===== src/rtl/regack_pkg.sv =====
package regack_pkg;
   localparam int LANE_W = 8;

   typedef enum logic [1:0] {
      REQ_NONE  = 2'd0,
      REQ_READ  = 2'd1,
      REQ_WRITE = 2'd2
   } req_kind_e;
endpackage


===== src/rtl/regack_req_decode.sv =====
module regack_req_decode
   import regack_pkg::*;
#(
   parameter int ADDR_W   = 8,
   parameter int OFFSET_W = 2,
   parameter int IDX_W    = 4
) (
   input  logic              cyc_i,
   input  logic              stb_i,
   input  logic              we_i,
   input  logic              ack_q,
   input  logic [ADDR_W-1:0] adr_i,
   output req_kind_e         kind,
   output logic [IDX_W-1:0]  idx
);
   // A request is taken only while no acknowledge is outstanding, so a
   // held strobe is never answered twice.
   always_comb begin
      kind = REQ_NONE;
      if (cyc_i && stb_i && !ack_q)
         kind = we_i ? REQ_WRITE : REQ_READ;
   end

   // Drop the byte offset; upper bits fall away, so addresses wrap.
   assign idx = adr_i[OFFSET_W +: IDX_W];

   logic unused_adr;
   assign unused_adr = ^adr_i;
endmodule


===== src/rtl/regack_ack_reg.sv =====
module regack_ack_reg
   import regack_pkg::*;
(
   input  logic      clk,
   input  logic      rst,
   input  req_kind_e kind,
   output logic      ack_q
);
   always_ff @(posedge clk) begin
      if (rst)
         ack_q <= 1'b0;
      else
         ack_q <= (kind != REQ_NONE);
   end
endmodule


===== src/rtl/regack_lane_mem.sv =====
module regack_lane_mem
   import regack_pkg::*;
#(
   parameter int DATA_W = 32,
   parameter int DEPTH  = 16,
   parameter int IDX_W  = 4
) (
   input  logic                     clk,
   input  logic                     wr_en,
   input  logic [IDX_W-1:0]         idx,
   input  logic [DATA_W/LANE_W-1:0] sel,
   input  logic [DATA_W-1:0]        wdata,
   output logic [DATA_W-1:0]        rdata
);
   localparam int LANES = DATA_W / LANE_W;

   for (genvar g = 0; g < LANES; g++) begin : g_lane
      logic [LANE_W-1:0] cells [DEPTH];

      always_ff @(posedge clk) begin
         if (wr_en && sel[g])
            cells[idx] <= wdata[g*LANE_W +: LANE_W];
      end

      assign rdata[g*LANE_W +: LANE_W] = cells[idx];
   end
endmodule


===== src/rtl/regack_rdata_reg.sv =====
module regack_rdata_reg #(
   parameter int DATA_W     = 32,
   parameter bit HOLD_RDATA = 1'b1
) (
   input  logic              clk,
   input  logic              rst,
   input  logic              rd_en,
   input  logic [DATA_W-1:0] word,
   output logic [DATA_W-1:0] dat_q
);
   if (HOLD_RDATA) begin : g_hold
      always_ff @(posedge clk) begin
         if (rst)
            dat_q <= '0;
         else if (rd_en)
            dat_q <= word;
      end
   end else begin : g_zero
      always_ff @(posedge clk) begin
         if (rst)
            dat_q <= '0;
         else
            dat_q <= rd_en ? word : '0;
      end
   end
endmodule


===== src/rtl/regack_mem_slave.sv =====
module regack_mem_slave
   import regack_pkg::*;
#(
   parameter int ADDR_W     = 8,
   parameter int DATA_W     = 32,
   parameter int DEPTH      = 16,
   parameter bit HOLD_RDATA = 1'b1
) (
   input  logic                clk,
   input  logic                rst,
   input  logic                cyc_i,
   input  logic                stb_i,
   input  logic                we_i,
   input  logic [ADDR_W-1:0]   adr_i,
   input  logic [DATA_W/8-1:0] sel_i,
   input  logic [DATA_W-1:0]   dat_i,
   output logic [DATA_W-1:0]   dat_o,
   output logic                ack_o
);
   localparam int SEL_W    = DATA_W / LANE_W;
   localparam int OFFSET_W = $clog2(SEL_W);
   localparam int IDX_W    = $clog2(DEPTH);

   if (DATA_W % LANE_W != 0 || DATA_W < LANE_W) begin : g_bad_width
      $error("DATA_W must be a positive multiple of 8");
   end
   if (DEPTH < 2 || (DEPTH & (DEPTH - 1)) != 0) begin : g_bad_depth
      $error("DEPTH must be a power of two, at least 2");
   end
   if (ADDR_W < OFFSET_W + IDX_W) begin : g_bad_addr
      $error("ADDR_W too narrow for DEPTH words");
   end

   req_kind_e          kind;
   logic [IDX_W-1:0]   idx;
   logic               ack_q;
   logic [DATA_W-1:0]  mem_word;

   regack_req_decode #(
      .ADDR_W   (ADDR_W),
      .OFFSET_W (OFFSET_W),
      .IDX_W    (IDX_W)
   ) u_decode (
      .cyc_i (cyc_i),
      .stb_i (stb_i),
      .we_i  (we_i),
      .ack_q (ack_q),
      .adr_i (adr_i),
      .kind  (kind),
      .idx   (idx)
   );

   regack_ack_reg u_ack (
      .clk   (clk),
      .rst   (rst),
      .kind  (kind),
      .ack_q (ack_q)
   );

   regack_lane_mem #(
      .DATA_W (DATA_W),
      .DEPTH  (DEPTH),
      .IDX_W  (IDX_W)
   ) u_mem (
      .clk   (clk),
      .wr_en (kind == REQ_WRITE),
      .idx   (idx),
      .sel   (sel_i),
      .wdata (dat_i),
      .rdata (mem_word)
   );

   regack_rdata_reg #(
      .DATA_W     (DATA_W),
      .HOLD_RDATA (HOLD_RDATA)
   ) u_rdata (
      .clk   (clk),
      .rst   (rst),
      .rd_en (kind == REQ_READ),
      .word  (mem_word),
      .dat_q (dat_o)
   );

   assign ack_o = ack_q;
endmodule


===== config.mk =====
export PLATFORM = sky130hd
export DESIGN_NAME = regack_mem_slave
export DESIGN_NICKNAME = d
export VERILOG_FILES = /design/src/rtl/regack_pkg.sv /design/src/rtl/regack_req_decode.sv /design/src/rtl/regack_ack_reg.sv /design/src/rtl/regack_lane_mem.sv /design/src/rtl/regack_rdata_reg.sv /design/src/rtl/regack_mem_slave.sv
export SDC_FILE = /design/constraint.sdc
export NUM_CORES = 1
export LEC_CHECK = 0
export BUFFER_PORTS_ARGS = -buffer_cell sky130_fd_sc_hd__buf_4
export CORE_UTILIZATION = 25
export CTS_CLUSTER_DIAMETER = 60
export DETAILED_ROUTE_END_ITERATION = 8
export PLACE_DENSITY = 0.39
export RECOVER_POWER = 100
export SYNTH_ARGS = -nofsm -noshare
export SYNTH_HDL_FRONTEND = slang
export SYNTH_SLANG_ARGS = --single-unit

===== constraint.sdc =====
create_clock -name clk -period 2 [get_ports clk]
set_input_delay 0.1 -clock clk [delete_from_list [all_inputs] [get_ports clk]]
set_output_delay 0.1 -clock clk [all_outputs]
set_load 0.02 [all_outputs]

; Word level (Yosys, flattened, before mapping)
; Memory sizes are Yosys's and may differ from the RTL's. A register that Yosys moved wholly into a read port is not among the register bits.
; Index checks and enable logic that the tools add are counted.
[op_classes]
muxes = 10
eq_ne = 2
n_reduce_logical = 8
[op_table]
columns = op, count
row1 = $mux W1, 8
row2 = $logic_and A1 B1 Y1, 6
row3 = $mux W2, 2
row4 = $eq A2 B1 Y1 const B, 1
row5 = $eq A2 B2 Y1 const B, 1
row6 = $reduce_bool A2 Y1, 1
row7 = $logic_not A1 Y1, 1
[totals]
reg_bits = 1
ram_bits = 512
word_cells = 25
mem_count = 4
output_inout_bits = 33
inputBits = 49
[mem_list]
columns = name, words, word_bits, read_ports, rd_clocked_by_memory_dff, wr, line_no
row1 = u_mem.g_lane[0].cells, 16, 8, 1, 1, 1, regack_lane_mem.sv:18  ; logic [LANE_W-1:0] cells [DEPTH];
row2 = u_mem.g_lane[1].cells, 16, 8, 1, 1, 1, regack_lane_mem.sv:18
row3 = u_mem.g_lane[2].cells, 16, 8, 1, 1, 1, regack_lane_mem.sv:18
row4 = u_mem.g_lane[3].cells, 16, 8, 1, 1, 1, regack_lane_mem.sv:18

; Longest topological paths before layout
[depth]
depth_word = 7
mapped_depth = 7
depth_no_buf = 4

; By module
; From an unflattened synthesis, not the netlist that was laid out.
[hier_totals]
cells_unflattened = 991
area_unflattened_um2 = 20748.6
[by_module_without_submodules]
columns = module, n_inst, cells_each, area_per_inst_um2
row1 = regack_lane_mem, 1, 878, 19486.2
row2 = regack_rdata_reg, 1, 103, 1163.6
row3 = regack_req_decode, 1, 6, 53.8
row4 = regack_ack_reg, 1, 2, 30.0
row5 = regack_mem_slave, 1, 2, 15.0

; Worst setup path after synthesis
; Ideal clock, no wire load.
[synth_path]
path_kind = reg-to-reg
start = reg u_ack.ack_q
end = mem u_mem.g_lane[2].cells[4][0], enable pin
stages_incl_launch_ff = 5
required_time_ns = 1.617
n_path_buf = 0
period_less_slack_ns = 1.966
arrival_ns = 1.583
setup_ns = 0.383
path_slack_ns = 0.034
cell_sequence = dfxtp_1 > nand3b_1 > nor2_1 > nand2_1 > nor3_1
[synth_via]
elab_chain_cells = 7
[synth_rtl]
columns = item, line_no
row1 = from (decl), regack_ack_reg.sv:7  ; output logic ack_q
row2 = from (signal assigned), regack_ack_reg.sv:13  ; ack_q <= (kind != REQ_NONE);
row3 = $logic_not A1 Y1, regack_req_decode.sv:20  ; if (cyc_i && stb_i && !ack_q)
row4 = $logic_and A1 B1 Y1, regack_req_decode.sv:20
row5 = $mux W2, regack_req_decode.sv:20
row6 = $eq A2 B2 Y1, regack_mem_slave.sv:66  ; .wr_en (kind == REQ_WRITE),
row7 = $logic_and A1 B1 Y1, regack_lane_mem.sv:21  ; if (wr_en && sel[g])
row8 = $mux W1, regack_lane_mem.sv:21
row9 = $mux W1 (implied by the code), regack_lane_mem.sv:22  ; cells[idx] <= wdata[g*LANE_W +: LANE_W];
row10 = to (decl), regack_lane_mem.sv:18
; Every way passes these cells.

; Worst setup path after layout
[layout_path]
start = reg u_ack.ack_q
end = reg u_rdata.dat_q[16], read port of u_mem.g_lane[2].cells
[layout_via]
elab_chain_cells = 4
[layout_rtl]
columns = item, line_no
row1 = $logic_not A1 Y1, regack_req_decode.sv:20
row2 = $logic_and A1 B1 Y1, regack_req_decode.sv:20
row3 = $mux W2, regack_req_decode.sv:20
row4 = $eq A2 B1 Y1, regack_mem_slave.sv:79  ; .rd_en (kind == REQ_READ),
row5 = to (decl), regack_rdata_reg.sv:9  ; output logic [DATA_W-1:0] dat_q
; Every way passes these cells.
; A chain may end at the register's enable or synchronous reset.

==> flow_results.xml <==
<?xml version="1.0" encoding="UTF-8"?>
<metrics>
  <group name="drt">
    <metric name="drt-total-wl" unit="mm">53.66</metric>
    <metric name="first_iter_violations" unit="">645</metric>
    <metric name="met2WireLength" unit="mm">26.34</metric>
    <metric name="wirelength_met1" unit="mm">24.45</metric>
    <metric name="dr.pass1.iters" unit="">5</metric>
    <metric name="wire_per_inst" unit="um">22.38</metric>
    <metric name="met3_wirelength" unit="mm">1.908</metric>
    <metric name="highest_layer" unit="">met5</metric>
    <metric name="drt_drc_violations_left" unit="">0</metric>
    <metric name="detail_route.vias_per_cell" unit="">4.341</metric>
    <metric name="vias" unit="">10410</metric>
    <metric name="drt.antenna.violating_nets" unit="">0</metric>
  </group>
  <group name="timing">
    <metric name="final_max_slew_viol_count" unit="">0</metric>
    <metric name="final_min_period_over_clock_period" unit="%">95.27</metric>
    <metric name="worst_pin_slew" unit="ns">0.9032</metric>
    <metric name="number_of_hold_violations_in_the_final_report" unit="">0</metric>
    <metric name="achievable-frequency" unit="MHz">524.8</metric>
    <metric name="worst_slew_margin_rel" unit="%">39.78</metric>
    <metric name="unrepaired_setup_endpoints_after_global_routing" unit="">no</metric>
    <metric name="post-route-worst-setup-slack" unit="ns">0.09466</metric>
    <metric name="setup_violations" unit="">0</metric>
    <metric name="fin_crit" unit="ns">1.905</metric>
    <metric name="fin_setup_tns" unit="ns">0</metric>
    <metric name="clock-skew-final" unit="ns">0.01897</metric>
    <metric name="finalHoldWorstSlack" unit="ns">0.05837</metric>
  </group>
  <group name="min_path">
    <metric name="worst_hold_path_type" unit="">primary input to flop</metric>
    <metric name="min_delay_path_depth" unit="">5</metric>
  </group>
  <group name="floorplanning">
    <metric name="area_of_the_core_region" unit="mm^2">0.08224</metric>
    <metric name="rows" unit="">105</metric>
    <metric name="floorplan.die.width" unit="um">290.7</metric>
    <metric name="floorplan.die.height" unit="um">290.7</metric>
    <metric name="floorplan.io_pins" unit="">82</metric>
    <metric name="initial_utilization" unit="%">25.34</metric>
    <metric name="die_area" unit="mm^2">0.08453</metric>
  </group>
  <group name="clock_network">
    <metric name="cts_post_setup_buffers_inserted" unit="">0</metric>
    <metric name="cts_buffer_depth" unit="">3</metric>
    <metric name="numCtsBuffers" unit="">56</metric>
    <metric name="cts.sinks" unit="">545</metric>
    <metric name="cts_root_buf" unit="">sky130_fd_sc_hd__clkbuf_16</metric>
    <metric name="clkLatencyLatePin" unit="ns">0.59</metric>
    <metric name="clkSlewWorstSetupHoldPaths" unit="ns">0.06</metric>
    <metric name="cts-resized-gates" unit="">0</metric>
    <metric name="clock_tree_from_tritoncts" unit="">built</metric>
    <metric name="cts_hold_buf" unit="">35</metric>
    <metric name="cts-htree-levels" unit="">2</metric>
  </group>
  <group name="synthesis">
    <metric name="synth_seq_cells" unit="">545</metric>
    <metric name="yosys.cell_types.count" unit="">26</metric>
    <metric name="sequential_share_of_the_synthesized_area" unit="%">76.93</metric>
    <metric name="synth_nets" unit="">1102</metric>
    <metric name="yosysWarningCount" unit="">0</metric>
    <metric name="postSynthAreaPerCell" unit="um^2">19.79</metric>
    <metric name="synth.mux.area_fraction" unit="%">14.38</metric>
    <metric name="post_synth_and_or_nand_nor_area_fraction" unit="%">3.386</metric>
    <metric name="compound_cell_area_share_of_the_yosys_netlist" unit="%">3.596</metric>
    <metric name="yosys.area_share.adder" unit="%">0</metric>
    <metric name="synth_top_family_by_area" unit="">multiplexers</metric>
    <metric name="post_synth_xor_area_fraction" unit="%">0</metric>
    <metric name="synthesis.instances" unit="">1053</metric>
    <metric name="netlist_area" unit="mm^2">0.02084</metric>
  </group>
  <group name="global_routing">
    <metric name="grt_max_degree" unit="">31</metric>
    <metric name="number_of_antenna_violations_at_the_first_check_in_global_routing" unit="">1</metric>
    <metric name="grt_pass1_wl" unit="mm">78.25</metric>
    <metric name="globalRouteOverflowTotal" unit="">0</metric>
    <metric name="grt_pass1_vias" unit="">11250</metric>
    <metric name="grt_util_all_layers" unit="%">12.70</metric>
  </group>
  <group name="place">
    <metric name="io_buffers" unit="">77</metric>
    <metric name="finalWeightedCongestion" unit="">0.7133</metric>
    <metric name="dpl.hpwl" unit="mm">35.24</metric>
    <metric name="pre_cts_setup_slack" unit="ns">0.07014</metric>
  </group>
  <group name="critical_path">
    <metric name="crit_slowest_cell" unit="">sky130_fd_sc_hd__nor3_1</metric>
    <metric name="regToRegSetupSlack" unit="ns">0.09</metric>
    <metric name="worst_path_largest_cell_delay" unit="ns">0.45</metric>
    <metric name="crit_fanout" unit="">20</metric>
    <metric name="worst_path_bufs_invs" unit="">2</metric>
    <metric name="timing.setup.critical_path_class" unit="">flop to flop</metric>
    <metric name="worstPathRequired" unit="ns">2.46</metric>
    <metric name="crit_path_end_kind" unit="">flop</metric>
    <metric name="worst-r2r-cell-count" unit="">6</metric>
    <metric name="timing.critical_path.depth" unit="">6</metric>
    <metric name="crit_family" unit="">simple AND/OR/NAND/NOR gates</metric>
    <metric name="crit_arrival" unit="ns">2.37</metric>
    <metric name="timing.critical_path.cells" unit="">nand3b_1 -&gt; buf_4 -&gt; nand2b_2 -&gt; buf_2 -&gt; nor3_1 -&gt; a211oi_2</metric>
    <metric name="worstSetupStartpointType" unit="">flop</metric>
  </group>
  <group name="finish">
    <metric name="multi_input_comb_area" unit="mm^2">0.004468</metric>
    <metric name="num-nets-final" unit="">1332</metric>
    <metric name="regArea" unit="mm^2">0.01604</metric>
    <metric name="final_layout_size_suffix_gt1_share" unit="%">23.66</metric>
    <metric name="n_antenna_cell" unit="">0</metric>
    <metric name="area_growth" unit="%">20.75</metric>
    <metric name="layout.filler_cells" unit="">8140</metric>
  </group>
  <group name="power">
    <metric name="leakage" unit="nW">8.128</metric>
    <metric name="max-vdd-ir-drop" unit="V">0.0005650</metric>
    <metric name="power.density_cell_area" unit="mW/mm^2">942.5</metric>
  </group>
  <group name="run">
    <metric name="max-cap-violations" unit="">0</metric>
  </group>
  <group name="status">
    <metric name="run_status" unit="">complete, no violations</metric>
  </group>
</metrics>
==> area by class of cell <==
type                       instances  share of cell area [%]
tap                             1070                   5.319
multi-input combinational        441                   17.75
clock buffer                      77                   6.045
timing repair buffer             236                   6.269
sequential                       545                   63.71
clock inverter                    25                  0.8551
inverter                           3                 0.04474
==> cells by family (layout without fill, tap and decap cells) <==
family / count (synthesis) / after routing
buf+inv: 67 / 341
simple gates: 154 / 154
compound gates: 95 / 95
flops: 545 / 545
mux: 192 / 192
==> worst paths after layout <==
path                     startpoint                 to
setup / recovery        u_ack.ack_q  u_rdata.dat_q[16]
setup reg to reg        u_ack.ack_q  u_rdata.dat_q[16]
hold / removal                 we_i  u_rdata.dat_q[15]
hold reg to reg   u_rdata.dat_q[15]  u_rdata.dat_q[15]
==> cell usage in the layout, fill, tap and decap left out <==
cell and instances:
sky130_fd_sc_hd__o22ai_1 42, sky130_fd_sc_hd__inv_1 3, sky130_fd_sc_hd__clkbuf_16 57, sky130_fd_sc_hd__nor2_1 81, sky130_fd_sc_hd__or3b_1 1, sky130_fd_sc_hd__edfxtp_1 512
sky130_fd_sc_hd__nand3_1 5, sky130_fd_sc_hd__nand2b_2 1, sky130_fd_sc_hd__mux2i_1 106, sky130_fd_sc_hd__buf_4 64, sky130_fd_sc_hd__bufinv_16 4, sky130_fd_sc_hd__dlygate4sd3_1 35
sky130_fd_sc_hd__a211oi_2 15, sky130_fd_sc_hd__nor2_4 1, sky130_fd_sc_hd__clkbuf_8 2, sky130_fd_sc_hd__nor3_1 29, sky130_fd_sc_hd__mux4_2 86, sky130_fd_sc_hd__nand3b_2 1
sky130_fd_sc_hd__clkbuf_2 48, sky130_fd_sc_hd__a22oi_1 21, sky130_fd_sc_hd__nor2b_1 4, sky130_fd_sc_hd__nand3b_1 14, sky130_fd_sc_hd__clkbuf_1 87, sky130_fd_sc_hd__buf_8 1
sky130_fd_sc_hd__dfxtp_1 33, sky130_fd_sc_hd__nand2_1 13, sky130_fd_sc_hd__clkinv_1 8, sky130_fd_sc_hd__clkinv_2 13, sky130_fd_sc_hd__or3_1 1, sky130_fd_sc_hd__clkbuf_4 1
sky130_fd_sc_hd__buf_2 9, sky130_fd_sc_hd__a211oi_1 6, sky130_fd_sc_hd__nand4_1 1, sky130_fd_sc_hd__nor2b_2 1, sky130_fd_sc_hd__o221ai_1 11, sky130_fd_sc_hd__buf_12 9
sky130_fd_sc_hd__nor2_2 1
==> flip-flops by register name, indices dropped and copies added (netlist names) <==
signal	flops
u_ack.ack_q	1
u_rdata.dat_q	32
u_mem.g_lane.cells	512
==> cells in the mapped netlist (all sizes together) <==
cell type  count  share of area (%)
or3            1              0.030
nor2          83                1.5
nand2         13               0.23
dfxtp         33                3.2
a211oi        21                1.1
nand3b        15               0.56
nor2b          5               0.15
clkbuf        23               0.41
o221ai        11               0.46
nor3          29               0.70
nand2b         1              0.030
nand3          5               0.12
mux2i        106                5.1
inv            3              0.054
mux4          86                9.3
o22ai         42                1.3
a22oi         21               0.76
edfxtp       512                 74
nand4          1              0.030
or3b           1              0.042
buf           41                1.2
==> layer usage <==
layer  up-vias  global-route usage (%)
met5         -                       0
met4         2                   2.994
met3        69                   2.126
met2       178                   21.63
met1      5388                   16.82
li1       4768                       -
==> power breakdown <==
part,switching [mW],internal (mW)
Combinational,0.731,0.471
Clock,4.17,5.79
Sequential,0.0361,12.5
Total,4.94,18.8
==> through the flow <==
stage,area [um^2],instances,util (%),total power [mW]
floorplan,20840,1053,-,13.41
global placement,23500,2260,28.57,14.01
detailed placement,23500,2260,28.57,14.03
CTS,25580,2397,31.11,24.17
global route,25170,2397,30.60,24.58
finish,25170,2397,30.60,23.72
==> worst register-to-register path: stages (launching register included) <==
cell                       delay, ns
sky130_fd_sc_hd__dfxtp_1        0.31
sky130_fd_sc_hd__nand3b_1       0.19
sky130_fd_sc_hd__buf_4          0.17
sky130_fd_sc_hd__nand2b_2       0.19
sky130_fd_sc_hd__buf_2          0.32
sky130_fd_sc_hd__nor3_1         0.46
sky130_fd_sc_hd__a211oi_2       0.13
No activity file was read; power rests on OpenSTA's default activity.
